File: config.mk
export PLATFORM = sky130hd
export DESIGN_NAME = coh_ctrl_regs
export DESIGN_NICKNAME = d
export VERILOG_FILES = /design/src/rtl/coh_ctrl_regs.sv
export SDC_FILE = /design/constraint.sdc
export NUM_CORES = 1
export LEC_CHECK = 0
export ABC_AREA = 1
export BUFFER_PORTS_ARGS = -buffer_cell sky130_fd_sc_hd__buf_2
export CELL_PAD_IN_SITES_DETAIL_PLACEMENT = 1
export CELL_PAD_IN_SITES_GLOBAL_PLACEMENT = 2
export CORE_MARGIN = 2
export CORE_UTILIZATION = 10
export DETAILED_ROUTE_END_ITERATION = 10
export GPL_TIMING_DRIVEN = 0
export MAX_ROUTING_LAYER = met4
export PLACE_DENSITY_LB_ADDON = 0.1
export REMOVE_ABC_BUFFERS = 1
export SYNTH_ARGS = -nofsm -noshare
export SYNTH_HDL_FRONTEND = slang
export SYNTH_SLANG_ARGS = --single-unit
File: constraint.sdc
create_clock -name clk -period 0.9 [get_ports clk]
set_input_delay 0.045 -clock clk [delete_from_list [all_inputs] [get_ports clk]]
set_output_delay 0.045 -clock clk [all_outputs]
set_load 0.1 [all_outputs]
File: src/rtl/coh_ctrl_regs.sv
module coh_ctrl_regs #(
  parameter int NCORES = 1,
  parameter int AW = 8,
  parameter int DW = 32
) (
  input  logic          clk,
  input  logic          rst_n,
  input  logic [AW-1:0] addr,
  input  logic          wr_en,
  input  logic [DW-1:0] wr_data,
  input  logic          rd_en,
  output logic [DW-1:0] rd_data,
  output logic          err
);
  localparam logic [7:0] PRESENT = 8'(((1 << NCORES) - 1) << 4);
  localparam logic [7:0] TOPO = PRESENT | 8'(NCORES - 1);

  initial begin
    if (NCORES < 1 || NCORES > 4) $error("NCORES must lie in 1..4");
  end

  logic ctrl_q;

  wire aligned = (addr[1:0] == 2'b00) && (addr[AW-1:4] == '0);
  wire [1:0] word = addr[3:2];
  wire rd_ok = aligned;
  wire wr_ok = aligned && (word == 2'd0 || word == 2'd3);

  assign err = (rd_en && !rd_ok) || (wr_en && !wr_ok);

  logic [DW-1:0] rd_mux;
  always_comb begin
    rd_mux = '0;
    if (aligned) begin
      case (word)
        2'd0: rd_mux = DW'(ctrl_q);
        2'd1: rd_mux = DW'(TOPO);
        default: rd_mux = '0;
      endcase
    end
  end

  always_ff @(posedge clk) begin
    if (!rst_n) begin
      ctrl_q  <= 1'b0;
      rd_data <= '0;
    end else begin
      rd_data <= rd_en ? rd_mux : '0;
      if (wr_en && aligned && word == 2'd0) ctrl_q <= wr_data[0];
    end
  end
endmodule


==> metrics, run 1 <==
crit start category=input port; Reg2Reg Setup Slack=approximately 0.31 ns; min Tclk post-route=0.863 ns; most instantiated library cell after synthesis=buf_4; Worst EP arrival=0.82 ns; Netlist cell types=11; Post-synth ARST share=0; share of layout cells above drive strength 1=0.316; kind of critical path=input port to output pin; Cell Area, Synth=just over 400 µm²; Syn Area/Cell=7.01 µm²; worst vdd ir=between 0.2 and 0.3 mV; worst hold path type=input port to register; Synth Instances=between 50 and 60; antenna violations before repair=0; CTS sink count=3; CTS H-Tree Depth=1; Hold Vio Cnt, Final=0; reg2reg end=ctrl_q$_SDFFE_PN0P_; final setup fails=0; core area=3940 µm²; number of global-route vias before repair=270; row cnt=23; Clock Path Buffers=2; Routed Antenna Nets=0; routed vias/inst=2.48; first-pass GRT wire length=~1.2 mm; Req. time, crit path=between 0.8 and 0.9 ns; CP max FO=2; Yosys warnings=0; dominant synthesized flop cell=dfxtp_1; Fill cells=490; Final Skew=0.0000634 ns; Initial DRT Pass Iterations=2; flops & latches, synth=3; worst setup margin=approximately 0.037 ns; utilization after layout=0.137; DR vias=between 300 and 400; DRC viols=0; EDFF count, synth=0; status=complete, no violations; largest net degree at the start of global routing=5; Synth area leader=buf_4; Worst R2R Path Depth=2; GRT Total Usage=0.0357; CTS tree=built; Max Cap Viol=0; HP Start=rst_n; Area growth syn-to-layout=33.2%; CTS Hold Buffers Added=0; Layout Nets=123; Worst-path clk slew=0.03 ns; Routed WL=767 µm; io pins=between 70 and 80; overall die area=around 4600 µm²; RR Startpoint=ctrl_q$_SDFFE_PN0P_; gr ovfl total=0; Slew Limit Fails=0; f_max=1160 MHz; Post-synth top cells=buf_4 (30), nor2_1 (6), inv_1 (5), nand2_1 (5), dfxtp_1 (3); fin crit share=0.958; hold path cells=3; CP Capture Type=output pin; Place WS=-0.228 ns; area share of the largest cell type after synthesis=0.554; Skew-Pair Late Insertion Delay=0.22 ns; WHS Endpoint=ctrl_q$_SDFFE_PN0P_; initial DRC count=4; Leakage=roughly 0.29 nW; Inserted Clock Buffers=3; number of diodes=0; count of input and output buffers=15; wire per inst=6.09 µm; die height=67.8 µm; top cells by area, synth=buf_4 (55%), dfxtp_1 (15%), ha_1 (6.2%); CTS root buf=clkbuf_8; chip width=between 60 and 70 µm; Pwr Density=2180 nW/µm²; gpl congestion=0.608; Seq/Total Area, Yosys=0.148; Detail Placement HPWL=674 µm; Initial Utilization=0.103
-- cells in the final DEF, fill, tap and decap left out --
| cell type | instances |
|---|---|
| inv_2 | 2 |
| ha_1 | 1 |
| nor2_1 | 6 |
| ha_4 | 1 |
| buf_2 | 10 |
| inv_1 | 3 |
| or2_1 | 1 |
| buf_12 | 1 |
| nand2_1 | 4 |
| dfxtp_1 | 3 |
| clkbuf_1 | 1 |
| conb_1 | 30 |
| buf_6 | 2 |
| nand2_4 | 1 |
| buf_4 | 2 |
| a21oi_1 | 1 |
| nand3_1 | 2 |
| a21oi_4 | 1 |
| nor2_4 | 1 |
| clkbuf_8 | 3 |
-- state kept, by name, summed over array words and instances, names as in the netlist --
register	count
rd_data	2
ctrl_q	1
-- cells by family after synthesis --
family / after synthesis / synth area share
buffers and inverters: 35 / 0.600
flip-flops: 3 / 0.148
AND/OR/NAND/NOR: 15 / 0.157
other: 1 / 0.00922
adder cells (fa/ha/maj): 2 / 0.0615
AO/OA/AOI/OAI: 2 / 0.0246
-- repair_timing --
item | in CTS | in global routing
resized for setup | 6 | 10
buffers inserted | 0 | 0
endpoints found under the setup margin | 3 | 1
pin swaps | 1 | 4
-- worst max-delay path, cell delays in order --
cell and delay, ns:
buf_6 0.07, inv_2 0.04, ha_4 0.26, nand2_4 0.05
a21oi_4 0.16, buf_12 0.19
-- metal layers --
metal	vias to the layer above	part of all wire	track usage	routed length (µm)
li1	149	-	-	-
met1	133	0.38	0.0415	291
met2	28	0.45	0.0539	346
met3	2	0.16	0.0100	120
met4	0	0.010	0.0225	8
met5	-	0	-	0
-- metrics by stage --
step | hold WS [ns] | cell area [µm²] | instances | TNS [ns] | power, mW
final | 0.0692 | 542 | 126 | 0 | 1.18
after global routing | 0.0880 | 542 | 126 | -0.00799 | 1.23
after CTS | 0.0696 | 492 | 126 | -0.0267 | 1.16
after detailed placement | 0.302 | 428 | 122 | -0.228 | 0.751
after global placement | 0.304 | 428 | 122 | -0.222 | 0.751
after floorplan | 0.166 | 290 | 57 | -1.11 | 0.716
-- layout make-up --
class / count / area (µm²) / share of cell area
multi-input cells: 49 / 248 / 0.457
well taps: 50 / 62.6 / 0.115
repair buffers: 15 / 108 / 0.199
flip-flops and latches: 3 / 60.1 / 0.111
clock buffers: 4 / 45.0 / 0.0831
inverters: 5 / 18.8 / 0.0346
-- where the power goes --
group | leakage (nW) | switching [mW] | internal [mW] | total [mW]
combinational | 0.240 | 0.600 | 0.0526 | 0.652
clock | 0.0228 | 0.0912 | 0.302 | 0.394
sequential | 0.0242 | 0.0000664 | 0.134 | 0.134
total | 0.287 | 0.691 | 0.489 | 1.18
-- worst max path at each step --
stage	start	endpoint	slack [ns]	depth (start not counted)
after floorplan	addr[3]	err	-1.01	4
after global placement	addr[2]	err	-0.22	6
after detailed placement	addr[2]	err	-0.23	6
after CTS	addr[2]	err	-0.03	6
after global routing	addr[3]	err	-0.008	6
final	addr[3]	err	0.04	6
(Power assumes the default switching activity.)
==> run 2: changes to the inputs <==
--- a/config.mk
+++ b/config.mk
@@ -6,7 +6,7 @@
 export NUM_CORES = 1
 export LEC_CHECK = 0
 export ABC_AREA = 1
-export BUFFER_PORTS_ARGS = -buffer_cell sky130_fd_sc_hd__buf_2
+export BUFFER_PORTS_ARGS = -buffer_cell sky130_fd_sc_hd__buf_4
 export CELL_PAD_IN_SITES_DETAIL_PLACEMENT = 1
 export CELL_PAD_IN_SITES_GLOBAL_PLACEMENT = 2
 export CORE_MARGIN = 2
==> run 2 against run 1 <==
Hold slack about the same. Non-clock buffer count unchanged. Combinational power up 2%. Cell count unchanged. Critical path depth unchanged. Critical path type unchanged. Maximum frequency down 0.65%. Power up 0.56%. Clock skew about the same. Cell area up 3.7%. Utilization up 0.51 points. Largest cell class unchanged. Register-to-register slack about the same. Count of clock-buffer cells in the layout unchanged.
==> metrics, run 2 (synthesis results as in run 1) <==
Initial DRT Pass Iterations=2 (unchanged); Initial Utilization=0.103 (unchanged); Layout Nets=123 (unchanged); f_max=1150 MHz (was 1160 MHz); Skew-Pair Late Insertion Delay=0.21 ns (was 0.22 ns); number of diodes=0 (unchanged); DR vias=314 (was 312); internal power=0.498 mW (was 0.489 mW); Slew Limit Fails=0 (unchanged); fin crit share=0.965 (was 0.958); switching share of power=0.580 (was 0.586); worst vdd ir=0.293 mV (was 0.285 mV); CP Capture Type=output pin (unchanged); row cnt=23 (unchanged); DRC viols=0 (unchanged); largest net degree at the start of global routing=5 (unchanged); most flop-heavy register=rd_data (unchanged); initial DRC count=7 (was 4); P_sw=0.689 mW (was 0.691 mW); antenna violations before repair=0 (unchanged); utilization after layout=0.142 (was 0.137); Worst-path clk slew=0.03 ns (about the same); Routed WL=801 µm (was 767 µm); Fin Hold WS=0.0695 ns (was 0.0692 ns); CTS sink count=3 (unchanged); count of input and output buffers=15 (unchanged); hold path cells=3 (unchanged); worst hold path type=input port to register (unchanged); chip width=67.8 µm (unchanged); status=complete, no violations (unchanged); Leakage=0.294 nW (was 0.287 nW); Reg power frac=0.113 (was 0.114); Worst R2R Path Depth=2 (unchanged); kind of critical path=input port to output pin (unchanged); Hold Vio Cnt, Final=0 (unchanged); Clock Path Buffers=2 (unchanged); power share of the combinational group=0.559 (was 0.553); most common cell after layout, fill and taps aside=conb_1 (unchanged); HP Start=rst_n (unchanged); Clock power frac=0.328 (was 0.333); Max Cap Viol=0 (unchanged); GRT Total Usage=0.0364 (was 0.0357); Worst EP arrival=0.82 ns (about the same); routed vias/inst=2.49 (was 2.48); core area=3940 µm² (unchanged); CTS Hold Buffers Added=0 (unchanged); Routed Antenna Nets=0 (unchanged); Req. time, crit path=0.85 ns (about the same); CTS root buf=clkbuf_8 (unchanged); Reg2Reg Setup Slack=0.32 ns (was 0.31 ns); gr ovfl total=0 (unchanged); number of global-route vias before repair=276 (was 270); Fill cells=479 (was 490); reg2reg end=ctrl_q$_SDFFE_PN0P_ (unchanged); min Tclk post-route=0.868 ns (was 0.863 ns); wire per inst=6.36 µm (was 6.09 µm); Pwr Density=2110 nW/µm² (was 2180 nW/µm²); crit start category=input port (unchanged); WHS Endpoint=ctrl_q$_SDFFE_PN0P_ (unchanged); Power Total=1.19 mW (was 1.18 mW); overall die area=4590 µm² (unchanged); RSZ-0062 raised after global routing=false; CP max FO=2 (unchanged); Detail Placement HPWL=713 µm (was 674 µm); first-pass GRT wire length=1.18 mm (was 1.17 mm); CTS H-Tree Depth=1 (unchanged); Final Skew=0.0000383 ns (was 0.0000634 ns); share of layout cells above drive strength 1=0.316 (unchanged); final setup fails=0 (unchanged); max reg flops=2 (unchanged); CTS tree=built (unchanged); RR Startpoint=ctrl_q$_SDFFE_PN0P_ (unchanged); biggest registers after layout=rd_data x2, ctrl_q x1 (unchanged); Post-CTS Setup Bufs=0 (unchanged); DP Cell Count=122 (unchanged); Area growth syn-to-layout=38.2% (was 33.2%); Non-Filler Instances=126 (unchanged); gpl congestion=0.614 (was 0.608); Crit. Startpoint=addr[3] (unchanged); most frequent cells in the layout=conb_1 (30), buf_4 (14), nor2_1 (6) (was conb_1 (30), buf_2 (10), nor2_1 (6)); die height=67.8 µm (unchanged); Inserted Clock Buffers=3 (unchanged); io pins=77 (unchanged)
## run 2: cell count changes in the layout (fill, tap and decap cells not counted)
cell / delta
buf_2: -10
inv_2: -1
inv_4: +1
buf_4: +12
buf_6: -2
## run 2: how the worst max path moves through the flow
stage / endpoint / slack (ns)
3_3_place_gp: err / -0.09
3_5_place_dp: err / -0.07
5_1_grt: err / 0.0001
4_1_cts: err / 0.003
2_1_floorplan: err / -1.01
6_report: err / 0.03
## run 2: per-layer routing
layer / up-vias / routed length, µm / global-route usage
met4: 0 / 8 / 0.0225
li1: 150 / - / -
met2: 28 / 366 / 0.0564
met3: 2 / 120 / 0.0100
met5: - / 0 / -
met1: 134 / 307 / 0.0415
## run 2: repair_timing
action	in CTS	in global routing
pin swaps	3	4
endpoints found under the setup margin	1	1
cloned	0	0
gates resized for setup	7	5
## run 2: critical path: stages
cell and delay, ns:
buf_4 0.09, inv_4 0.03, ha_4 0.26, nand2_4 0.04, a21oi_4 0.16, buf_12 0.19
## run 2: power by group through the flow
stage,logic [mW],clock network [mW],registers [mW]
3_3_place_gp,0.632,0,0.136
5_1_grt,0.684,0.422,0.134
3_5_place_dp,0.632,0,0.136
6_report,0.664,0.389,0.134
2_1_floorplan,0.579,0,0.136
4_1_cts,0.645,0.401,0.134
## run 2: through the flow
stage / instance area [µm²] / setup WS, ns / setup TNS, ns
after detailed placement: 465 / -0.0670 / -0.0670
after floorplan: 290 / -1.01 / -1.11
after global placement: 465 / -0.0932 / -0.0932
after global routing: 562 / 0.0000970 / 0
final: 562 / 0.0318 / 0
after CTS: 532 / 0.00284 / 0
## run 2: final cells by class
cell class	instances	area, µm²	share of cell area
Inverter	5	21.3	0.0379
Tap cell	50	62.6	0.111
Timing Repair Buffer	15	125	0.223
Sequential cell	3	60.1	0.107
Clock buffer	4	45.0	0.0802
Multi-Input combinational cell	49	248	0.441
==> run 3: changes to the inputs <==
--- a/config.mk
+++ b/config.mk
@@ -9,7 +9,7 @@
 export BUFFER_PORTS_ARGS = -buffer_cell sky130_fd_sc_hd__buf_4
 export CELL_PAD_IN_SITES_DETAIL_PLACEMENT = 1
 export CELL_PAD_IN_SITES_GLOBAL_PLACEMENT = 2
-export CORE_MARGIN = 2
+export CORE_MARGIN = 3
 export CORE_UTILIZATION = 10
 export DETAILED_ROUTE_END_ITERATION = 10
 export GPL_TIMING_DRIVEN = 0
==> run 3 against run 2 <==
Worst setup slack better by 0.0013 ns. Count of clock-buffer cells in the layout unchanged. Sequential cell count unchanged. Utilization increased by 0.57 points. Cell area increased by 0.22%. Die area increased by 6.0%. Critical path type unchanged.
==> metrics, run 3 (synthesis results as in run 1) <==
final setup fails=0 (unchanged); Max Cap Viol=0 (unchanged); Skew-Pair Late Insertion Delay=0.21 ns (about the same); Post-CTS Setup Bufs=0 (unchanged); DRC viols=0 (unchanged); worst setup margin=0.0331 ns (was 0.0318 ns); CP max FO=2 (unchanged); Inserted Clock Buffers=3 (unchanged); gr ovfl total=0 (unchanged); antenna violations before repair=0 (unchanged); Setup crit end=err (unchanged); Hold Vio Cnt, Final=0 (unchanged); Req. time, crit path=0.85 ns (about the same); wire per inst=6.57 µm (was 6.36 µm); share of layout cells above drive strength 1=0.316 (unchanged); Worst-path clk slew=0.03 ns (about the same); row cnt=22 (was 23); max reg flops=2 (unchanged); chip width=69.8 µm (was 67.8 µm); Routed Antenna Nets=0 (unchanged); Initial Utilization=0.107 (was 0.103); die height=69.8 µm (was 67.8 µm); number of global-route vias before repair=285 (was 276); core area=3800 µm² (was 3940 µm²); Area growth syn-to-layout=38.5% (was 38.2%); Routed WL=815 µm (was 801 µm); fin crit share=0.963 (was 0.965); CTS H-Tree Depth=1 (unchanged); first-pass GRT wire length=1.12 mm (was 1.18 mm); Worst R2R Path Depth=2 (unchanged); Leakage=0.295 nW (was 0.294 nW); Crit. Startpoint=addr[3] (unchanged); kind of critical path=input port to output pin (unchanged); Worst EP arrival=0.82 ns (about the same); CTS root buf=clkbuf_8 (unchanged); initial DRC count=4 (was 7); Slew Limit Fails=0 (unchanged); io pins=77 (unchanged); largest net degree at the start of global routing=5 (unchanged); CP Capture Type=output pin (unchanged); count of input and output buffers=15 (unchanged); crit start category=input port (unchanged); worst hold path type=input port to register (unchanged); routed vias/inst=2.46 (was 2.49); Clock Path Buffers=2 (unchanged); min Tclk post-route=0.867 ns (was 0.868 ns); Initial DRT Pass Iterations=2 (unchanged); Fin Hold WS=0.0768 ns (was 0.0695 ns); f_max=1150 MHz (about the same); CTS tree=built (unchanged); biggest registers after layout=rd_data x2, ctrl_q x1 (unchanged); RR Startpoint=ctrl_q$_SDFFE_PN0P_ (unchanged); Reg2Reg Setup Slack=0.31 ns (was 0.32 ns); DR vias=305 (was 314); CTS sink count=3 (unchanged); Pwr Density=2100 nW/µm² (was 2110 nW/µm²); most frequent cells in the layout=conb_1 (30), buf_4 (13), nor2_1 (6) (was conb_1 (30), buf_4 (14), nor2_1 (6)); Place WS=-0.0675 ns (was -0.0670 ns); Detail Placement HPWL=735 µm (was 713 µm); number of diodes=0 (unchanged); worst vdd ir=0.304 mV (was 0.293 mV); most flop-heavy register=rd_data (unchanged); reg2reg end=ctrl_q$_SDFFE_PN0P_ (unchanged); status=complete, no violations (unchanged); Final Skew=0.0000604 ns (was 0.0000383 ns); gpl congestion=0.593 (was 0.614); most common cell after layout, fill and taps aside=conb_1 (unchanged); Layout Nets=123 (unchanged); overall die area=4870 µm² (was 4590 µm²); GRT Total Usage=0.0311 (was 0.0364)
==> run 3: area by class of cell <==
type | count | area, µm²
well taps | 48 | 60.1
flip-flops and latches | 3 | 60.1
multi-input cells | 49 | 248
inverters | 5 | 21.3
clock buffers | 4 | 45.0
fillers | 481 | 3240
repair buffers | 15 | 129
==> run 3: report_power, final <==
group,leakage [nW],switching [mW],internal (mW)
combinational,0.248,0.602,0.0638
sequential,0.0242,0.0000703,0.134
clock,0.0228,0.0836,0.302
total,0.295,0.685,0.500
==> run 3: how the worst min path moves through the flow <==
stage / startpoint / end / slack, ns / cells after the start
after CTS: rst_n / ctrl_q$_SDFFE_PN0P_ / 0.08 / 3
after global routing: rst_n / ctrl_q$_SDFFE_PN0P_ / 0.09 / 3
after global placement: rst_n / ctrl_q$_SDFFE_PN0P_ / 0.29 / 3
final: rst_n / ctrl_q$_SDFFE_PN0P_ / 0.08 / 3
after detailed placement: rst_n / ctrl_q$_SDFFE_PN0P_ / 0.30 / 3
after floorplan: rst_n / ctrl_q$_SDFFE_PN0P_ / 0.17 / 2
==> run 3: what timing repair did <==
item                                    CTS  global route
endpoints found under the setup margin    1             1
gates resized for setup                   5             8
pin swaps                                 1             4
hold buffers                              0             0
==> run 3: per-stage QoR <==
step            util  cell area, µm²   TNS, ns  power (mW)  instances
2_1_floorplan      -             290     -1.11       0.716         57
3_3_place_gp   0.122             463   -0.0772       0.768        120
3_5_place_dp   0.122             463   -0.0797       0.768        120
4_1_cts        0.139             529         0        1.18        124
5_1_grt        0.148             563  -0.00772        1.23        124
6_report       0.148             563         0        1.18        124
==> run 3: routing by layer <==
layer  routed length [µm]  GRT usage  share of wire
met3                  104    0.00580           0.13
met2                  396     0.0462           0.49
met5                    0          -              0
met1                  296     0.0309           0.36
met4                   19     0.0383          0.023
==> run 3: critical path, stage by stage <==
cell and delay [ns]:
buf_4 0.09, inv_4 0.03, ha_4 0.25, nand2_4 0.05, a21oi_4 0.16, buf_12 0.19
